File: src/rtl/pd_pkg.sv
package pd_pkg;
   localparam logic [47:0] PAUSE_MC_DA   = 48'h0180_C200_0001;
   localparam logic [15:0] MAC_CTRL_TYPE = 16'h8808;
   localparam logic [15:0] PAUSE_OPCODE  = 16'h0001;
   localparam int DA_OFS    = 0;
   localparam int TYPE_OFS  = 12;
   localparam int OP_OFS    = 14;
   localparam int DUR_OFS   = 16;
   localparam int MIN_BYTES = 18;

   typedef struct packed {
      logic mc_da;
      logic st_da;
      logic typ;
      logic op;
   } match_t;
endpackage

File: src/rtl/pd_byte_index.sv
module pd_byte_index #(
   parameter int IDX_W = 6
) (
   input  logic             clk,
   input  logic             rst_n,
   input  logic             byte_valid,
   input  logic             frame_start,
   output logic [IDX_W-1:0] eff_idx,
   output logic [IDX_W-1:0] count
);
   localparam logic [IDX_W-1:0] SAT = {IDX_W{1'b1}};

   assign eff_idx = frame_start ? '0 : count;

   always_ff @(posedge clk) begin
      if (!rst_n)
         count <= '0;
      else if (byte_valid) begin
         if (frame_start)
            count <= IDX_W'(1);
         else if (count != SAT)
            count <= count + IDX_W'(1);
      end
   end

   assert_cnt_start_R10: assert property (@(posedge clk) disable iff (!rst_n)
      (byte_valid && frame_start) |=> (count == IDX_W'(1)));
endmodule

File: src/rtl/pd_field_cmp.sv
module pd_field_cmp #(
   parameter int IDX_W  = 6,
   parameter int OFFSET = 0,
   parameter int NB     = 2
) (
   input  logic             clk,
   input  logic             rst_n,
   input  logic             byte_valid,
   input  logic             frame_start,
   input  logic [IDX_W-1:0] eff_idx,
   input  logic [7:0]       byte_data,
   input  logic [NB*8-1:0]  expect_val,
   output logic             ok
);
   localparam int LAST = OFFSET + NB;

   if (LAST >= (1 << IDX_W)) begin : g_chk
      $error("pd_field_cmp: field end does not fit the index width");
   end

   logic [IDX_W-1:0] rel;
   logic             in_range;
   logic             first;
   logic [7:0]       exp_byte;

   assign rel      = eff_idx - IDX_W'(OFFSET);
   assign in_range = rel < IDX_W'(NB);
   assign first    = rel == '0;

   always_comb begin
      exp_byte = '0;
      for (int j = 0; j < NB; j++)
         if (rel == IDX_W'(j))
            exp_byte = expect_val[(NB-1-j)*8 +: 8];
   end

   always_ff @(posedge clk) begin
      if (!rst_n)
         ok <= 1'b0;
      else if (byte_valid) begin
         if (in_range)
            ok <= (first ? 1'b1 : ok) & (byte_data == exp_byte);
         else if (frame_start)
            ok <= 1'b0;
      end
   end
endmodule

File: src/rtl/pause_detect.sv
module pause_detect #(
   parameter int IDX_W          = 6,
   parameter bit ACCEPT_STATION = 1'b1
) (
   input  logic        clk,
   input  logic        rst_n,
   input  logic        byte_valid,
   input  logic [7:0]  byte_data,
   input  logic        frame_start,
   input  logic        frame_end,
   input  logic        frame_good,
   input  logic [47:0] station_addr,
   input  logic        full_duplex,
   input  logic        flow_ctrl_en,
   output logic        pause_det,
   output logic [15:0] pause_dur
);
   import pd_pkg::*;

   localparam logic [IDX_W-1:0] MIN_CNT = IDX_W'(MIN_BYTES);

   if ((1 << IDX_W) <= MIN_BYTES) begin : g_wchk
      $error("pause_detect: IDX_W too small for the PAUSE field layout");
   end

   logic [IDX_W-1:0] eff_idx;
   logic [IDX_W-1:0] count;
   match_t           m;
   logic [15:0]      dur_sh;
   logic             det_now;

   pd_byte_index #(.IDX_W(IDX_W)) u_idx (
      .clk(clk), .rst_n(rst_n), .byte_valid(byte_valid),
      .frame_start(frame_start), .eff_idx(eff_idx), .count(count));

   pd_field_cmp #(.IDX_W(IDX_W), .OFFSET(DA_OFS), .NB(6)) u_mc (
      .clk(clk), .rst_n(rst_n), .byte_valid(byte_valid),
      .frame_start(frame_start), .eff_idx(eff_idx), .byte_data(byte_data),
      .expect_val(PAUSE_MC_DA), .ok(m.mc_da));

   if (ACCEPT_STATION) begin : g_st
      pd_field_cmp #(.IDX_W(IDX_W), .OFFSET(DA_OFS), .NB(6)) u_st (
         .clk(clk), .rst_n(rst_n), .byte_valid(byte_valid),
         .frame_start(frame_start), .eff_idx(eff_idx), .byte_data(byte_data),
         .expect_val(station_addr), .ok(m.st_da));
   end else begin : g_nost
      assign m.st_da = 1'b0;
   end

   pd_field_cmp #(.IDX_W(IDX_W), .OFFSET(TYPE_OFS), .NB(2)) u_typ (
      .clk(clk), .rst_n(rst_n), .byte_valid(byte_valid),
      .frame_start(frame_start), .eff_idx(eff_idx), .byte_data(byte_data),
      .expect_val(MAC_CTRL_TYPE), .ok(m.typ));

   pd_field_cmp #(.IDX_W(IDX_W), .OFFSET(OP_OFS), .NB(2)) u_op (
      .clk(clk), .rst_n(rst_n), .byte_valid(byte_valid),
      .frame_start(frame_start), .eff_idx(eff_idx), .byte_data(byte_data),
      .expect_val(PAUSE_OPCODE), .ok(m.op));

   always_ff @(posedge clk) begin
      if (!rst_n)
         dur_sh <= '0;
      else if (byte_valid) begin
         if (eff_idx == IDX_W'(DUR_OFS))
            dur_sh[15:8] <= byte_data;
         else if (eff_idx == IDX_W'(DUR_OFS + 1))
            dur_sh[7:0] <= byte_data;
      end
   end

   assign det_now = frame_end && frame_good && full_duplex && flow_ctrl_en
                    && (count >= MIN_CNT) && (m.mc_da || m.st_da)
                    && m.typ && m.op;

   always_ff @(posedge clk) begin
      if (!rst_n) begin
         pause_det <= 1'b0;
         pause_dur <= '0;
      end else begin
         pause_det <= det_now;
         if (det_now)
            pause_dur <= dur_sh;
      end
   end

   assert_enables_R2: assert property (@(posedge clk) disable iff (!rst_n)
      pause_det |-> $past(full_duplex && flow_ctrl_en));
   assert_good_status_R9: assert property (@(posedge clk) disable iff (!rst_n)
      pause_det |-> $past(frame_good));
   assert_min_length_R10: assert property (@(posedge clk) disable iff (!rst_n)
      pause_det |-> ($past(count) >= MIN_CNT));
   assert_after_end_R11: assert property (@(posedge clk) disable iff (!rst_n)
      pause_det |-> $past(frame_end));
   assert_dur_hold_R11: assert property (@(posedge clk) disable iff (!rst_n)
      !pause_det |-> $stable(pause_dur));
endmodule

File: config.mk
export PLATFORM = sky130hd
export DESIGN_NAME = pause_detect
export DESIGN_NICKNAME = d
export VERILOG_FILES = /design/src/rtl/pd_pkg.sv /design/src/rtl/pd_byte_index.sv /design/src/rtl/pd_field_cmp.sv /design/src/rtl/pause_detect.sv
export SDC_FILE = /design/constraint.sdc
export NUM_CORES = 1
export LEC_CHECK = 0
export ABC_AREA = 0
export BUFFER_PORTS_ARGS = -buffer_cell sky130_fd_sc_hd__buf_2
export CELL_PAD_IN_SITES_DETAIL_PLACEMENT = 1
export CELL_PAD_IN_SITES_GLOBAL_PLACEMENT = 1
export CORE_AREA = 2 2 87 89
export CTS_CLUSTER_DIAMETER = 80
export CTS_CLUSTER_SIZE = 30
export DETAILED_ROUTE_END_ITERATION = 10
export DIE_AREA = 0 0 89 91
export GPL_TIMING_DRIVEN = 0
export PLACE_DENSITY_LB_ADDON = 0.25
export SKIP_LAST_GASP = 1
export SYNTH_ARGS = -nofsm -noshare
export SYNTH_HDL_FRONTEND = slang
export SYNTH_SLANG_ARGS = --single-unit
File: constraint.sdc
create_clock -name clk -period 3.14 [get_ports clk]
set_input_delay 0.314 -clock clk [delete_from_list [all_inputs] [get_ports clk]]
set_output_delay 0.314 -clock clk [all_outputs]
set_load 0.05 [all_outputs]
==> impl_metrics.ini <==
[outcome]
status = finished, final reports clean

[detailed_routing]
drtPass1Iterations = 4
via_count = 2550
wl_per_cell_um = 16.4
routed_wirelength_um = 7920
routed_via_density = 5.29
ant_nets = 0
drc = 0
drt-initial-drc-count = 99

[critical_path]
crit_chain = buf_2 -> buf_2 -> inv_1 -> ha_1 -> or4_1 -> a21oi_1 -> nor3_1 -> buf_1 -> buf_2 -> mux2i_1 -> nor2b_1
path_common_cell = buf_2
cpPeakStageDelay_ns = 0.39
slowest_stage = or4_1
path_delay_family = buffers and inverters
cp.arrival_ns = 3.01
r2r_end = pause_dur[11]$_SDFFE_PN0P_
ff2ff_setup_slack_ns = 0.32
reg2regPathDepth = 11
start_kind = register
worstPathRequired_ns = 3.33
crit_type = register to register
cp-end-kind = register
worst-path-buf-inv = 5
worstReg2RegStart = u_idx.count[0]$_SDFFE_PN0P_
path_max_fanout = 10

[yosys]
synth_top_cell_area_share_pct = 32.8
synth_common_cells = 43 x dfxtp_1, 37 x mux2i_1, 37 x nor2b_1, 19 x nand2_1
synth_most_common_cell = dfxtp_1
synth.area.top_cells = dfxtp_1 33%, mux2i_1 14%, nor2b_1 8.8%
synth_enable_flop_cells = 0
synthFlopType = dfxtp_1
syn_nets = 369
yosysSeqAreaShare_pct = 32.8
ys_warn_count = 0
synth_seq_cells = 43
ys_types = 49
async_reset_ff_share_pct = 0
synth_top_area_cell = dfxtp_1
synthCells = 302
synth_area_per_cell_um2 = 8.68
synthesis.area_um2 = 2620

[pwr]
pwr-share-clk_pct = 36.8
intPower_mw = 0.866
p_total_mw = 1.17
power.density_nw_per_um2 = 362
swShare_pct = 25.7
p_seq_share_pct = 47.1
leakagePower_nw = 1.23
combPwrFrac_pct = 16.1
vdd_drop_max_uv = 224
net-switching-power_mw = 0.299

[floorplanning]
dieArea_um2 = 8100
die_h_um = 91
dieWidth_um = 89
fp.coreArea_um2 = 7140
io_pins = 81
rows = 31
initial_core_util_pct = 36.7

[placement]
gp_congestion = 0.847
placed_cells = 475
hpwl_um = 6000
port_buffers = 74

[finish]
layout.cells.non_filler = 482
fin_util_pct = 45.1
drive_gt1_share_pct = 27.2
n_fill_cell = 893
nets = 450
syn_to_final_growth_pct = 22.9
diodes = 0

[global_routing]
grt_pass1_wl_um = 12500
antenna_found_initial = 0
grt_usage_pct = 19.6
overflow = 0
grt_pass1_vias = 2443
grt_max_degree = 14

[sta]
setup_viol_count_final = 0
setup_tns_ns = 0
worstMarginPinSlew_ns = 0.863
drv_slew = 0
skew_ns = 0.00680
fin_crit_sh_pct = 89.8
rsz0062_at_grt = no
slew_headroom_pct = 42.1
min_period_ns = 2.82
hold_violations = 0
max_freq_mhz = 355

[clock_tree]
clk_latency_ns = 0.30
cts_resized = 0
root_buffer = clkbuf_8
cts_hold_buf = 0
clock_path_buffers = 2
cts_tree = yes
path_clk_slew_ns = 0.08
cts_num_sinks = 43
htreeDepth = 2
cts_buffers = 5
post_cts_buffers = 0

[hold_path]
hold_start = byte_data[5]
hp-class = primary input to register
whs_path_depth = 3
whs_endpoint = dur_sh[13]$_SDFFE_PN0P_

[job]
maxCapViolCount = 0
==> kinds of logic after synthesis <==
logic type | count (synthesis) | share of synthesized area, %
flops | 43 | 32.8
fa+ha+maj | 3 | 1.43
xor+xnor | 17 | 5.68
compound gates | 54 | 14.7
simple gates | 113 | 23.8
buf+inv | 29 | 4.87
mux | 43 | 16.7
==> layout make-up <==
| type | count | area (um^2) | share of cell area [%] |
|---|---|---|---|
| buffer | 24 | 109 | 3.38 |
| clock buffer | 5 | 68.8 | 2.14 |
| clock inverter | 2 | 37.5 | 1.17 |
| inverter | 5 | 18.8 | 0.583 |
| multi-input combinational | 230 | 1630 | 50.7 |
| sequential | 43 | 861 | 26.7 |
| tap | 99 | 124 | 3.84 |
| timing repair buffer | 74 | 370 | 11.5 |
==> power groups by stage <==
| stage | clock network [mW] | registers, mW | logic (mW) |
|---|---|---|---|
| floorplan | 0 | 0.561 | 0.113 |
| global placement | 0 | 0.562 | 0.185 |
| detailed placement | 0 | 0.562 | 0.187 |
| CTS | 0.439 | 0.549 | 0.188 |
| global route | 0.461 | 0.549 | 0.207 |
| finish | 0.429 | 0.549 | 0.187 |
==> metal layers <==
| metal | vias to the layer above | routed length (um) | GRT usage [%] |
|---|---|---|---|
| li1 | 1246 | - | - |
| met1 | 1226 | 3850 | 27.8 |
| met2 | 68 | 3670 | 31.3 |
| met3 | 10 | 312 | 2.64 |
| met4 | 0 | 83 | 4.60 |
| met5 | - | 0 | 0 |
==> cell usage in the layout (no fill, tap or decap), types with 2 or more instances in the layout <==
cell        n
buf_2      80
dfxtp_1    43
nor2b_1    37
mux2i_1    37
nand2_1    19
clkbuf_1   13
nor2_1     13
a21oi_1    12
o21ai_0    10
xor2_1     10
nor4_1      8
nor3_1      8
xnor2_1     7
nand3_1     6
mux2_2      6
inv_1       5
a2111oi_0   5
clkbuf_8    5
nand4_1     4
a222oi_1    4
o22ai_1     4
nand2b_1    3
buf_1       3
or4_1       3
or3_1       3
nor2_2      3
a31oi_1     3
ha_1        3
and2_1      2
o221a_2     2
==> how the worst max path moves through the flow <==
stage | startpoint | endpoint | slack [ns] | cells after the start
after floorplan | u_idx.count[0]$_SDFFE_PN0P_ | pause_dur[10]$_SDFFE_PN0P_ | 0.81 | 11
after global placement | u_idx.count[0]$_SDFFE_PN0P_ | pause_dur[6]$_SDFFE_PN0P_ | 0.41 | 11
after detailed placement | u_idx.count[0]$_SDFFE_PN0P_ | pause_dur[11]$_SDFFE_PN0P_ | 0.34 | 11
after CTS | u_idx.count[0]$_SDFFE_PN0P_ | pause_dur[11]$_SDFFE_PN0P_ | 0.33 | 11
after global routing | u_idx.count[0]$_SDFFE_PN0P_ | pause_dur[11]$_SDFFE_PN0P_ | 0.11 | 11
final | u_idx.count[0]$_SDFFE_PN0P_ | pause_dur[11]$_SDFFE_PN0P_ | 0.32 | 11
==> registers in the layout (all words and copies together), names as in the netlist <==
| register | count |
|---|---|
| dur_sh | 16 |
| pause_dur | 16 |
| u_idx.count | 6 |
| g_st.u_st.ok | 1 |
| pause_det | 1 |
| u_mc.ok | 1 |
| u_op.ok | 1 |
| u_typ.ok | 1 |
==> tightest hold or removal path: stages <==
cell and delay, ns:
buf_2 0.16, mux2i_1 0.09, nor2b_1 0.10
==> per-stage QoR <==
step | hold slack [ns] | area (um^2) | worst slack (ns)
after detailed placement | 0.504 | 3120 | 0.344
after global placement | 0.497 | 3120 | 0.411
after CTS | 0.392 | 3220 | 0.331
final | 0.396 | 3220 | 0.322
after global routing | 0.398 | 3220 | 0.112
after floorplan | 0.470 | 2620 | 0.807
(Power assumes the default switching activity.)
